$ cat config.mk
export PLATFORM = sky130hd
export DESIGN_NAME = amp_guard_ctrl
export DESIGN_NICKNAME = d
export VERILOG_FILES = /design/src/rtl/ag_pkg.sv /design/src/rtl/ag_sync.sv /design/src/rtl/ag_deglitch.sv /design/src/rtl/ag_thermal.sv /design/src/rtl/ag_seq.sv /design/src/rtl/amp_guard_ctrl.sv
export SDC_FILE = /design/constraint.sdc
export NUM_CORES = 1
export LEC_CHECK = 0
export BUFFER_PORTS_ARGS = -buffer_cell sky130_fd_sc_hd__buf_2
export CAP_MARGIN = 20
export CELL_PAD_IN_SITES_DETAIL_PLACEMENT = 1
export CELL_PAD_IN_SITES_GLOBAL_PLACEMENT = 1
export CORE_MARGIN = 3
export CORE_UTILIZATION = 34
export CTS_CLUSTER_SIZE = 28
export DETAILED_ROUTE_END_ITERATION = 16
export PLACE_DENSITY_LB_ADDON = 0.15
export SYNTH_ARGS = -nofsm -noshare
export SYNTH_HDL_FRONTEND = slang
export SYNTH_HIERARCHICAL = 1
export SYNTH_SLANG_ARGS = --single-unit
$ cat constraint.sdc
create_clock -name clk -period 2.5 [get_ports clk]
set_input_delay 0.25 -clock clk [delete_from_list [all_inputs] [get_ports clk]]
set_output_delay 0.25 -clock clk [all_outputs]
set_load 0.01 [all_outputs]
$ cat src/rtl/ag_pkg.sv
package ag_pkg;
  typedef enum logic [2:0] {
    ST_OFF   = 3'd0,
    ST_START = 3'd1,
    ST_RUN   = 3'd2,
    ST_SHORT = 3'd3,
    ST_HOT   = 3'd4
  } ag_state_e;
endpackage

$ cat src/rtl/ag_sync.sv
// Two-flop synchronizer bank; all bits reset to zero.
module ag_sync #(
  parameter int W = 2
) (
  input  logic         clk,
  input  logic         rst,
  input  logic [W-1:0] d_i,
  output logic [W-1:0] q_o
);
  logic [W-1:0] meta_q;
  logic [W-1:0] sync_q;

  always_ff @(posedge clk) begin
    if (rst) begin
      meta_q <= '0;
      sync_q <= '0;
    end else begin
      meta_q <= d_i;
      sync_q <= meta_q;
    end
  end

  assign q_o = sync_q;
endmodule

$ cat src/rtl/ag_deglitch.sv
// Accepts the synchronized short flag only after it has been high for
// lim_i + 1 consecutive cycles.
module ag_deglitch #(
  parameter int DG_W = 4
) (
  input  logic            clk,
  input  logic            rst,
  input  logic            flag_i,
  input  logic [DG_W-1:0] lim_i,
  output logic            qual_o
);
  logic [DG_W-1:0] run_q;

  always_ff @(posedge clk) begin
    if (rst) begin
      run_q <= '0;
    end else if (!flag_i) begin
      run_q <= '0;
    end else if (run_q != {DG_W{1'b1}}) begin
      run_q <= run_q + 1'b1;
    end
  end

  assign qual_o = flag_i && (run_q >= lim_i);

  // a non-zero window can only open after the flag was already high
  p_qual_needs_history_r7: assert property (@(posedge clk) disable iff (rst)
    ($rose(qual_o) && (lim_i != '0)) |-> $past(flag_i));
endmodule

$ cat src/rtl/ag_thermal.sv
// Over-temperature flag with hysteresis: sets above TRIP_C, clears at or
// below TRIP_C - HYST_C, holds in between.
module ag_thermal #(
  parameter int TEMP_W = 8,
  parameter int TRIP_C = 150,
  parameter int HYST_C = 15
) (
  input  logic              clk,
  input  logic              rst,
  input  logic [TEMP_W-1:0] temp_i,
  output logic              hot_o
);
  localparam logic [TEMP_W-1:0] TRIP_CODE = TEMP_W'(TRIP_C);
  localparam logic [TEMP_W-1:0] CLR_CODE  = TEMP_W'(TRIP_C - HYST_C);

  logic hot_q;

  always_ff @(posedge clk) begin
    if (rst) begin
      hot_q <= 1'b0;
    end else if (temp_i > TRIP_CODE) begin
      hot_q <= 1'b1;
    end else if (temp_i <= CLR_CODE) begin
      hot_q <= 1'b0;
    end
  end

  assign hot_o = hot_q;

  p_trip_above_limit_r8: assert property (@(posedge clk) disable iff (rst)
    $rose(hot_q) |-> ($past(temp_i) > TRIP_CODE));

  p_clear_after_cooling_r9: assert property (@(posedge clk) disable iff (rst)
    $fell(hot_q) |-> ($past(temp_i) <= CLR_CODE));
endmodule

$ cat src/rtl/ag_seq.sv
// Prioritised state sequencer with start-up timer and short latch.
module ag_seq
  import ag_pkg::*;
#(
  parameter int FIXED_CNT = 410000,
  parameter int PROG_W    = 8
) (
  input  logic              clk,
  input  logic              rst,
  input  logic              run_req_i,
  input  logic              short_qual_i,
  input  logic              hot_i,
  input  logic [PROG_W-1:0] bypass_i,
  output ag_state_e         state_o,
  output logic              out_en_o,
  output logic              mute_o,
  output logic              short_lat_o
);
  localparam int CNT_W = $clog2(FIXED_CNT + (1 << PROG_W)) + 1;

  ag_state_e        state_q, nxt;
  logic [CNT_W-1:0] cnt_q, cnt_nxt;
  logic [CNT_W-1:0] total;
  logic             lat_q;
  logic             en_q, mute_q;

  assign total = CNT_W'(FIXED_CNT) + CNT_W'(bypass_i);

  always_comb begin
    nxt     = state_q;
    cnt_nxt = '0;
    if (!run_req_i) begin
      nxt = ST_OFF;
    end else if (lat_q || short_qual_i) begin
      nxt = ST_SHORT;
    end else if (hot_i) begin
      nxt = ST_HOT;
    end else begin
      case (state_q)
        ST_START: begin
          if (cnt_q == total - 1'b1) begin
            nxt = ST_RUN;
          end else begin
            nxt     = ST_START;
            cnt_nxt = cnt_q + 1'b1;
          end
        end
        ST_RUN:  nxt = ST_RUN;
        default: nxt = ST_START;
      endcase
    end
  end

  always_ff @(posedge clk) begin
    if (rst) begin
      state_q <= ST_OFF;
      cnt_q   <= '0;
      lat_q   <= 1'b0;
      en_q    <= 1'b0;
      mute_q  <= 1'b1;
    end else begin
      state_q <= nxt;
      cnt_q   <= cnt_nxt;
      lat_q   <= run_req_i && (lat_q || short_qual_i);
      en_q    <= (nxt == ST_RUN);
      mute_q  <= (nxt != ST_RUN);
    end
  end

  assign state_o     = state_q;
  assign out_en_o    = en_q;
  assign mute_o      = mute_q;
  assign short_lat_o = lat_q;

  // the outputs only come up out of a start-up wait
  p_enable_after_startup_r3: assert property (@(posedge clk) disable iff (rst)
    $rose(en_q) |-> ($past(state_q) == ST_START));

  // the latch only releases under a shutdown request
  p_latch_release_r5: assert property (@(posedge clk) disable iff (rst)
    $fell(lat_q) |-> $past(!run_req_i));

  // a faulted start-up leaves no residue in the timer
  p_timer_idle_r12: assert property (@(posedge clk) disable iff (rst)
    (state_q != ST_START) |-> (cnt_q == '0));
endmodule

$ cat src/rtl/amp_guard_ctrl.sv
module amp_guard_ctrl
  import ag_pkg::*;
#(
  parameter int TEMP_W    = 8,
  parameter int TRIP_C    = 150,
  parameter int HYST_C    = 15,
  parameter int DG_W      = 4,
  parameter int PROG_W    = 8,
  parameter int FIXED_CNT = 410000
) (
  input  logic              clk,
  input  logic              rst,
  input  logic              shdn_n_i,
  input  logic              short_i,
  input  logic [TEMP_W-1:0] temp_i,
  input  logic [DG_W-1:0]   deglitch_i,
  input  logic [PROG_W-1:0] bypass_i,
  output logic              out_en_o,
  output logic              mute_o,
  output logic [2:0]        state_o,
  output logic [1:0]        flags_o
);
  logic [1:0] raw_in, sync_out;
  logic       run_req, short_s, short_qual, hot;
  logic       short_lat;
  ag_state_e  st;

  assign raw_in  = {short_i, shdn_n_i};
  assign run_req = sync_out[0];
  assign short_s = sync_out[1];

  ag_sync #(.W(2)) u_sync (
    .clk (clk),
    .rst (rst),
    .d_i (raw_in),
    .q_o (sync_out)
  );

  ag_deglitch #(.DG_W(DG_W)) u_dgl (
    .clk    (clk),
    .rst    (rst),
    .flag_i (short_s),
    .lim_i  (deglitch_i),
    .qual_o (short_qual)
  );

  ag_thermal #(.TEMP_W(TEMP_W), .TRIP_C(TRIP_C), .HYST_C(HYST_C)) u_therm (
    .clk    (clk),
    .rst    (rst),
    .temp_i (temp_i),
    .hot_o  (hot)
  );

  ag_seq #(.FIXED_CNT(FIXED_CNT), .PROG_W(PROG_W)) u_seq (
    .clk          (clk),
    .rst          (rst),
    .run_req_i    (run_req),
    .short_qual_i (short_qual),
    .hot_i        (hot),
    .bypass_i     (bypass_i),
    .state_o      (st),
    .out_en_o     (out_en_o),
    .mute_o       (mute_o),
    .short_lat_o  (short_lat)
  );

  assign state_o = st;
  assign flags_o = {hot, short_lat};

  p_shutdown_forces_off_r2: assert property (@(posedge clk) disable iff (rst)
    !run_req |=> ((state_o == ST_OFF) && !out_en_o && mute_o));

  p_short_kills_enable_r4: assert property (@(posedge clk) disable iff (rst)
    (run_req && short_qual) |=> (!out_en_o && (state_o == ST_SHORT)));

  p_hot_kills_enable_r8: assert property (@(posedge clk) disable iff (rst)
    (run_req && hot) |=> !out_en_o);

  // short outranks thermal in the same cycle
  p_short_over_hot_r11: assert property (@(posedge clk) disable iff (rst)
    (run_req && short_qual && hot) |=> (state_o == ST_SHORT));
endmodule

# ---- Word level (Yosys, flattened, before mapping)
# Cells that the tools add are included.
# Widths: inputs -> output; s select.
dict set report totals {
  n_memories 0
  regBits 35
  rom_bits 0
  inputBits 24
  ramBits 0
  elab_cells 38
  latch_bits 0
}
dict set report classes {
  n_bitwise 3
  n_shift 0
  mul 0
  div 0
  magnitude_cmp 3
  n_mux 7
  reduce_logical 6
  eq_ne 6
  add_sub_neg 4
}
# op n
set ops {}
lappend ops {{$add 19x8->20 const A} 1}
lappend ops {{$add 20x1->20 const B} 1}
lappend ops {{$eq 20x20->1} 1}
lappend ops {{$sub 20x1->20 const B} 1}
lappend ops {{$mux 3} 3}
lappend ops {{$gt 8x8->1 const B} 1}
lappend ops {{$le 8x8->1 const B} 1}
lappend ops {{$eq 3x2->1 const B} 2}
lappend ops {{$reduce_or 6->1} 1}
lappend ops {{$add 4x1->4 const B} 1}
lappend ops {{$ge 4x4->1} 1}
lappend ops {{$ne 4x4->1 const B} 1}
lappend ops {{$pmux 2 s2} 1}
lappend ops {{$eq 3x1->1 const B} 1}
lappend ops {{$ne 3x2->1 const B} 1}
lappend ops {{$not 1->1} 3}
lappend ops {{$logic_and 1x1->1} 2}
lappend ops {{$mux 1} 2}
lappend ops {{$mux 2} 1}
lappend ops {{$reduce_bool 2->1} 1}
lappend ops {{$reduce_or 2->1} 1}
lappend ops {{$logic_or 1x1->1} 1}

# ---- Depth between registers and ports, before layout
# Gate-level depths: netlist (run 1).
dict set report logic_depth {
  ltp_word 9
  ltp_mapped 11
  depth_no_buf 10
}

# ---- By module
# Netlist (run 1), hierarchy kept.
# module area_per_inst_um2 n_inst cells_per_inst
set by_module_without_submodules {}
lappend by_module_without_submodules {ag_seq 1423.9 1 167}
lappend by_module_without_submodules {ag_deglitch 270.3 1 33}
lappend by_module_without_submodules {ag_sync 105.1 1 8}
lappend by_module_without_submodules {ag_thermal 57.6 1 5}
lappend by_module_without_submodules {amp_guard_ctrl 15.0 1 2}

# ---- Worst setup path after synthesis (run 1)
# Ideal clock, no wire load.
dict set report synth_path {
  path_type {input -> register}
  from {input port bypass_i[0]}
  to {register u_seq.cnt_q[7]}
  path_stages 9
  path_buffers 1
  setup_slack_ns 0.678
  required_ns 2.385
  arrival_time_ns 1.707
  setup_ns 0.115
  cell_sequence {inv_1 ha_1 or3b_1 and4_1 o21ai_0 o2111ai_1 o21ai_2 buf_6 nor2_1}
}
dict set report synth_between {
  elab_chain_cells 4
}
# item line
set synth_rtl {}
lappend synth_rtl {{from (decl)} amp_guard_ctrl.sv:17} ;# input logic [PROG_W-1:0] bypass_i,
lappend synth_rtl {{$add 19x8->20} ag_seq.sv:27} ;# assign total = CNT_W'(FIXED_CNT) + CNT_W'(bypass_i);
lappend synth_rtl {{$sub 20x1->20} ag_seq.sv:41} ;# if (cnt_q == total - 1'b1) begin
lappend synth_rtl {{$eq 20x20->1} ag_seq.sv:41}
lappend synth_rtl {{$reduce_or 6->1 (no line)} -}
lappend synth_rtl {{to (signal assigned)} ag_seq.sv:63} ;# cnt_q <= cnt_nxt;
lappend synth_rtl {{to (decl)} ag_seq.sv:22} ;# logic [CNT_W-1:0] cnt_q, cnt_nxt;
# Every way passes these cells.
# A chain may end at the register's enable or synchronous reset.

# ---- Final worst setup path (run 1)
dict set report layout_path {
  from {register u_seq.cnt_q[13]}
  to {register u_seq.cnt_q[17]}
}
dict set report layout_between {
  elab_chain_cells 2
  word_cells_on_any_way 3
  classes_between {add/sub: 1; eq/ne: 1; reduce/logical: 1}
}
# item
set layout_rtl {}
lappend layout_rtl {{parallel branches: the longest is 2 deep, another holds $add 20x1->20}}
# Several ways; the timed one is not identified.

==> flow_summary.json, run 1 <==
{
  "outcome": "complete, no violations",
  "cts_setup_buffers": 0,
  "ctsHtreeMaxLevel": 2,
  "netlist_area_um2": 1872,
  "yosys-top-cells-area": "dfxtp_1 37%, xor2_1 7.5%, nor2_1 7.0%",
  "drc": 0,
  "ctsResizeCount": 0,
  "cts-root-buf": "clkbuf_8",
  "cts_sinks": 35,
  "ant_nets": 0,
  "start_util": 0.3596,
  "ys_seq_area_frac": 0.3743,
  "synthCells": 215,
  "ys_async_sr_fraction": 0,
  "die_area_um2": 6431,
  "grt_use_total": 0.1483,
  "ys_ff_latch": 35,
  "cts_tree": "yes",
  "grt_setup_unrepaired": "false",
  "first_pass_iters": 4,
  "core-area_um2": 5205,
  "synthToLayoutAreaGrowth_pct": 18.38,
  "synth_top_cells_by_count": "35 x dfxtp_1, 35 x nor2_1, 16 x xor2_1",
  "wire_per_inst_um": 13.16,
  "worstSetupPathType": "reg -> reg",
  "power_leakage_nw": 0.8705,
  "clk_latency_ns": 0.29,
  "hold_ws_ns": 0.1736,
  "finalPower_mw": 1.265,
  "cts.clk_slew.worst_paths_ns": 0.08,
  "drive_gt1_frac": 0.1928,
  "synth.distinct_cells": 47,
  "fmax_mhz": 476.8,
  "synth_fa_ha_area_frac": 0.05281,
  "start_kind": "flop",
  "crit_arrival_ns": 2.27,
  "skew_ns": 0.01049,
  "grt_max_degree": 21,
  "yosys-mux-area-fraction": 0.005348,
  "drt-total-wl_um": 4197,
  "vias": 1568,
  "die_y_um": 80.20,
  "slowest_stage": "nor4b_1",
  "drv_slew": 0,
  "min_path_type": "in -> reg",
  "grt_pass1_vias": 1624,
  "avgSynthCellArea_um2": 8.706,
  "cts_buffer_depth": 2,
  "cap_violations": 0,
  "post-route-period-util": 0.8389,
  "finalSetupViolCount": 0,
  "slew_headroom": 0.7172,
  "finalHoldViolCount": 0,
  "portBuffers": 30,
  "synth_top_cell_area_share": 0.3743,
  "vdd_ir_drop_max_mv": 0.2567,
  "synth_warnings": 6,
  "path_max_fanout": 20,
  "synth_compound_area_frac": 0.1136,
  "synth_largest_area_cell": "dfxtp_1",
  "finalNetCount": 279,
  "die_x_um": 80.20,
  "yosys.area_share.simple": 0.2881,
  "antenna_found_initial": 0,
  "finalSetupTns_ns": 0,
  "synth_top_family_by_area": "simple AND/OR/NAND/NOR gates",
  "hpwl_um": 3193,
  "overflow": 0,
  "cp_slowest_stage_delay_ns": 0.44,
  "postCtsHoldBufs": 0,
  "synth_edf_count": 0,
  "syn_nets": 246,
  "viasPerCell": 4.915,
  "n_antenna_cell": 0,
  "crit_required_ns": 2.67,
  "tightest_slew_ns": 0.4184,
  "yosys.area_share.xor_xnor": 0.1217,
  "p_per_area_nw_per_um2": 570.8,
  "worst_setup_path_end_kind": "flop",
  "rows": 26,
  "drt_iter0_drc": 37,
  "cts_buffers": 5,
  "floorplan.io_pins": 31,
  "grt_pass1_wl_um": 7479,
  "layout_min_cycle_time_ns": 2.097,
  "synth_flop_cell": "dfxtp_1",
  "gp_congestion": 0.7588,
  "path_cells": "nor4b_1, o2111a_1, nand4_1, a2111o_1, o21ai_2, buf_4, nor2_1"
}
[cells by family after synthesis]
logic type / Yosys count
muxes: 1
adders and majority gates: 8
DFF: 35
and+or+nand+nor: 103
xor gates and xnor gates: 26
buffers and inverters: 16
AOI/OAI and AO/OA: 26
[power breakdown]
part           total (mW)  switching, mW  internal [mW]  leakage (nW)
registers           0.565        0.00329          0.562         0.283
logic              0.0808         0.0401         0.0407         0.523
clock network       0.619          0.221          0.398        0.0644
total                1.26          0.264           1.00         0.870
[path summary, 6_finish.rpt]
kind	to	start	slack [ns]	cells past startpoint
worst max-delay path	u_seq/cnt_q[17]	u_seq/cnt_q[13]	0.40	7
worst min-delay path	u_sync/meta_q[0]	shdn_n_i	0.17	2
worst max register to register	u_seq/cnt_q[17]	u_seq/cnt_q[13]	0.40	7
worst min register to register	u_sync/q_o[1]	u_sync/meta_q[1]	0.43	1
[worst max-delay path: cells and delay by family, from the launching register on]
family	cells	cell delay [ns]
compound gates	3	0.75
flops	1	0.35
buf+inv	1	0.26
simple gates	3	0.63
[per-layer routing]
metal / vias up / part of all wire / global-route usage
li1: 807 / - / -
met1: 740 / 0.49 / 0.1875
met4: 0 / 0.016 / 0.06081
met3: 8 / 0.023 / 0.03027
met5: - / 0 / 0
met2: 13 / 0.47 / 0.2442
[area by class of cell]
| cell class | count | area [um2] |
|---|---|---|
| tap | 70 | 87.58 |
| clock buffer | 5 | 68.82 |
| clock inverter | 3 | 67.56 |
| inverter | 10 | 37.54 |
| fill | 649 | 2989 |
| multi-input combinational | 164 | 1089 |
| timing repair buffer | 32 | 165.2 |
| sequential | 35 | 700.7 |
[through the flow]
stage | util | cells | setup WS, ns | area [um2]
after floorplan | - | 215 | 0.6781 | 1872
after global placement | 0.3995 | 311 | 0.2341 | 2079
after detailed placement | 0.3995 | 311 | 0.2026 | 2079
after CTS | 0.4257 | 319 | 0.4046 | 2216
after global routing | 0.4257 | 319 | 0.1649 | 2216
final | 0.4257 | 319 | 0.4028 | 2216
[cells in the final DEF, fill, tap and decap left out, drive strengths merged, types with 4 or more instances in the layout]
master	count
a21oi	5
and3	4
buf	32
clkbuf	5
dfxtp	35
ha	7
inv	10
nand2	10
nand2b	7
nand3	13
nor2	35
nor2b	8
nor3	8
o21ai	4
xnor2	10
xor2	16
[sequential cells by signal, indices dropped and copies added (netlist names)]
| signal | flops |
|---|---|
| u_seq/state_o | 3 |
| u_seq/cnt_q | 20 |
| u_seq/out_en_o | 1 |
| u_sync/q_o | 2 |
| u_sync/meta_q | 2 |
| u_dgl/run_q | 4 |
| u_therm/hot_o | 1 |
| u_seq/mute_o | 1 |
| u_seq/short_lat_o | 1 |
Power figures use the tool's default switching activity.
==> run 2, diff against run 1 <==
==> constraint.sdc (replaced) <==
create_clock -name clk -period 1.9 [get_ports clk]
set_input_delay 0.19 -clock clk [delete_from_list [all_inputs] [get_ports clk]]
set_output_delay 0.19 -clock clk [all_outputs]
set_load 0.01 [all_outputs]
==> run 2 against run 1 <==
Non-clock buffer count grew 19. Die area is the same. Worst hold slack lost 0.067 ns.
==> flow_summary.json, run 2 (synthesis results as in run 1) <==
{
  "min_path_type": "in -> reg",
  "design_area_um2": 2386,
  "worst_setup_path_end_kind": "flop",
  "r2r_slack_ns": 0.08,
  "switching_share": 0.2290,
  "p_per_area_nw_per_um2": 653.5,
  "slew_headroom": 0.7209,
  "core-area_um2": 5205,
  "tightest_slew_ns": 0.4148,
  "layout_setup_ws_ns": 0.08203,
  "clk_latency_ns": 0.30,
  "drt-total-wl_um": 4354,
  "grt_use_total": 0.1500,
  "path_max_fanout": 20,
  "synthToLayoutAreaGrowth_pct": 27.47,
  "portBuffers": 30,
  "p_switching_mw": 0.3570,
  "antenna_found_initial": 0,
  "wire_per_inst_um": 12.88,
  "drt_iter0_drc": 30,
  "path_cells": "nor4_2, o2111a_1, nand4_1, a2111o_1, o21ai_2, buf_12, nor2_1",
  "ctsHtreeMaxLevel": 2,
  "vias": 1639,
  "crit_arrival_ns": 2.00,
  "postCtsHoldBufs": 0,
  "die_area_um2": 6431,
  "ant_nets": 0,
  "final_common_cell": "nor2_1",
  "top_register": "u_seq/cnt_q",
  "gp_congestion": 0.7379,
  "hpwl_um": 3325,
  "worstSetupPathType": "reg -> reg",
  "fmax_mhz": 550.1,
  "finalSetupViolCount": 0,
  "slowest_stage": "dfxtp_1",
  "start_kind": "flop",
  "drv_slew": 0,
  "drc": 0,
  "largest_reg_flops": 20,
  "n_antenna_cell": 0,
  "grt_pass1_wl_um": 7645,
  "vdd_ir_drop_max_mv": 0.2885,
  "floorplan.io_pins": 31,
  "cts.clk_slew.worst_paths_ns": 0.08,
  "grt_pass1_vias": 1719,
  "cap_violations": 0,
  "mostFrequentLayoutCells": "34 x nor2_1, 33 x dfxtp_1, 30 x buf_2",
  "fillers": 656,
  "power_leakage_nw": 0.9758,
  "place_ws_ns": -0.1719,
  "placed_area_um2": 2227,
  "p_seq_frac": 0.476,
  "fin_cells": 338,
  "cts_buffers": 5,
  "internal_power_mw": 1.202,
  "grt_max_degree": 21,
  "drive_gt1_frac": 0.2724,
  "power_frac_comb": 0.079,
  "die_y_um": 80.20,
  "finalNetCount": 298,
  "outcome": "complete, no violations",
  "cts_tree": "yes",
  "crit_required_ns": 2.08,
  "cts_buffer_depth": 2,
  "die_x_um": 80.20,
  "post-route-period-util": 0.9568,
  "overflow": 0,
  "layout_min_cycle_time_ns": 1.818,
  "skew_ns": 0.01762,
  "rows": 26,
  "first_pass_iters": 4,
  "hold_ws_ns": 0.1066,
  "finalHoldViolCount": 0,
  "placed_cells": 329,
  "cts-root-buf": "clkbuf_8",
  "cp_slowest_stage_delay_ns": 0.34,
  "cts_sinks": 35,
  "clkPwrFrac": 0.445,
  "viasPerCell": 4.849,
  "grt_setup_unrepaired": "true",
  "start_util": 0.3596
}
## run 2: through the flow
stage | utilization | TNS, ns | power, mW
after global routing | 0.4584 | -1.173 | 1.627
after global placement | 0.4279 | -3.812 | 0.8813
after floorplan | - | 0 | 0.8194
after CTS | 0.4519 | 0 | 1.581
after detailed placement | 0.4279 | -3.866 | 0.8828
final | 0.4584 | 0 | 1.559
## run 2: per-layer routing
metal	global-route usage	up-vias	wire (um)
li1	-	844	-
met1	0.1814	776	1995
met2	0.2624	14	2190
met3	0.03027	5	108
met4	0.05068	0	59
met5	0	-	0
## run 2: final timing paths
path | cells past startpoint | end | start
setup / recovery | 7 | u_seq/cnt_q[9] | u_seq/cnt_q[12]
hold / removal | 2 | u_sync/meta_q[0] | shdn_n_i
setup reg to reg | 7 | u_seq/cnt_q[9] | u_seq/cnt_q[12]
hold reg to reg | 1 | u_sync/q_o[0] | u_sync/meta_q[0]
## run 2: worst max-delay path: cells and delay by family, from the launching register on
family / cells / cell delay, ns
and+or+nand+nor: 3 / 0.46
DFF: 1 / 0.34
buffers and inverters: 1 / 0.17
AOI/OAI and AO/OA: 3 / 0.74
## run 2: repair_timing
action	in CTS	in global routing
endpoints found under the hold margin	0	0
setup buffers	0	1
gates resized for setup	2	6
endpoints found under the setup margin	22	24
pin swaps	0	2
## run 2: power by group through the flow
stage	clock (mW)	sequential, mW	combinational, mW
6_report	0.694	0.743	0.123
3_3_place_gp	0	0.759	0.122
2_1_floorplan	0	0.760	0.0590
3_5_place_dp	0	0.760	0.123
5_1_grt	0.744	0.744	0.139
4_1_cts	0.714	0.743	0.124
## run 2: area by class of cell
class | count | area [um2] | share of cell area
tap | 70 | 87.58 | 0.03671
clock buffer | 5 | 68.82 | 0.02884
timing repair buffer | 51 | 320.3 | 0.1342
clock inverter | 3 | 47.55 | 0.01993
multi-input combinational | 164 | 1121 | 0.4698
inverter | 10 | 37.54 | 0.01573
sequential | 35 | 703.2 | 0.2947
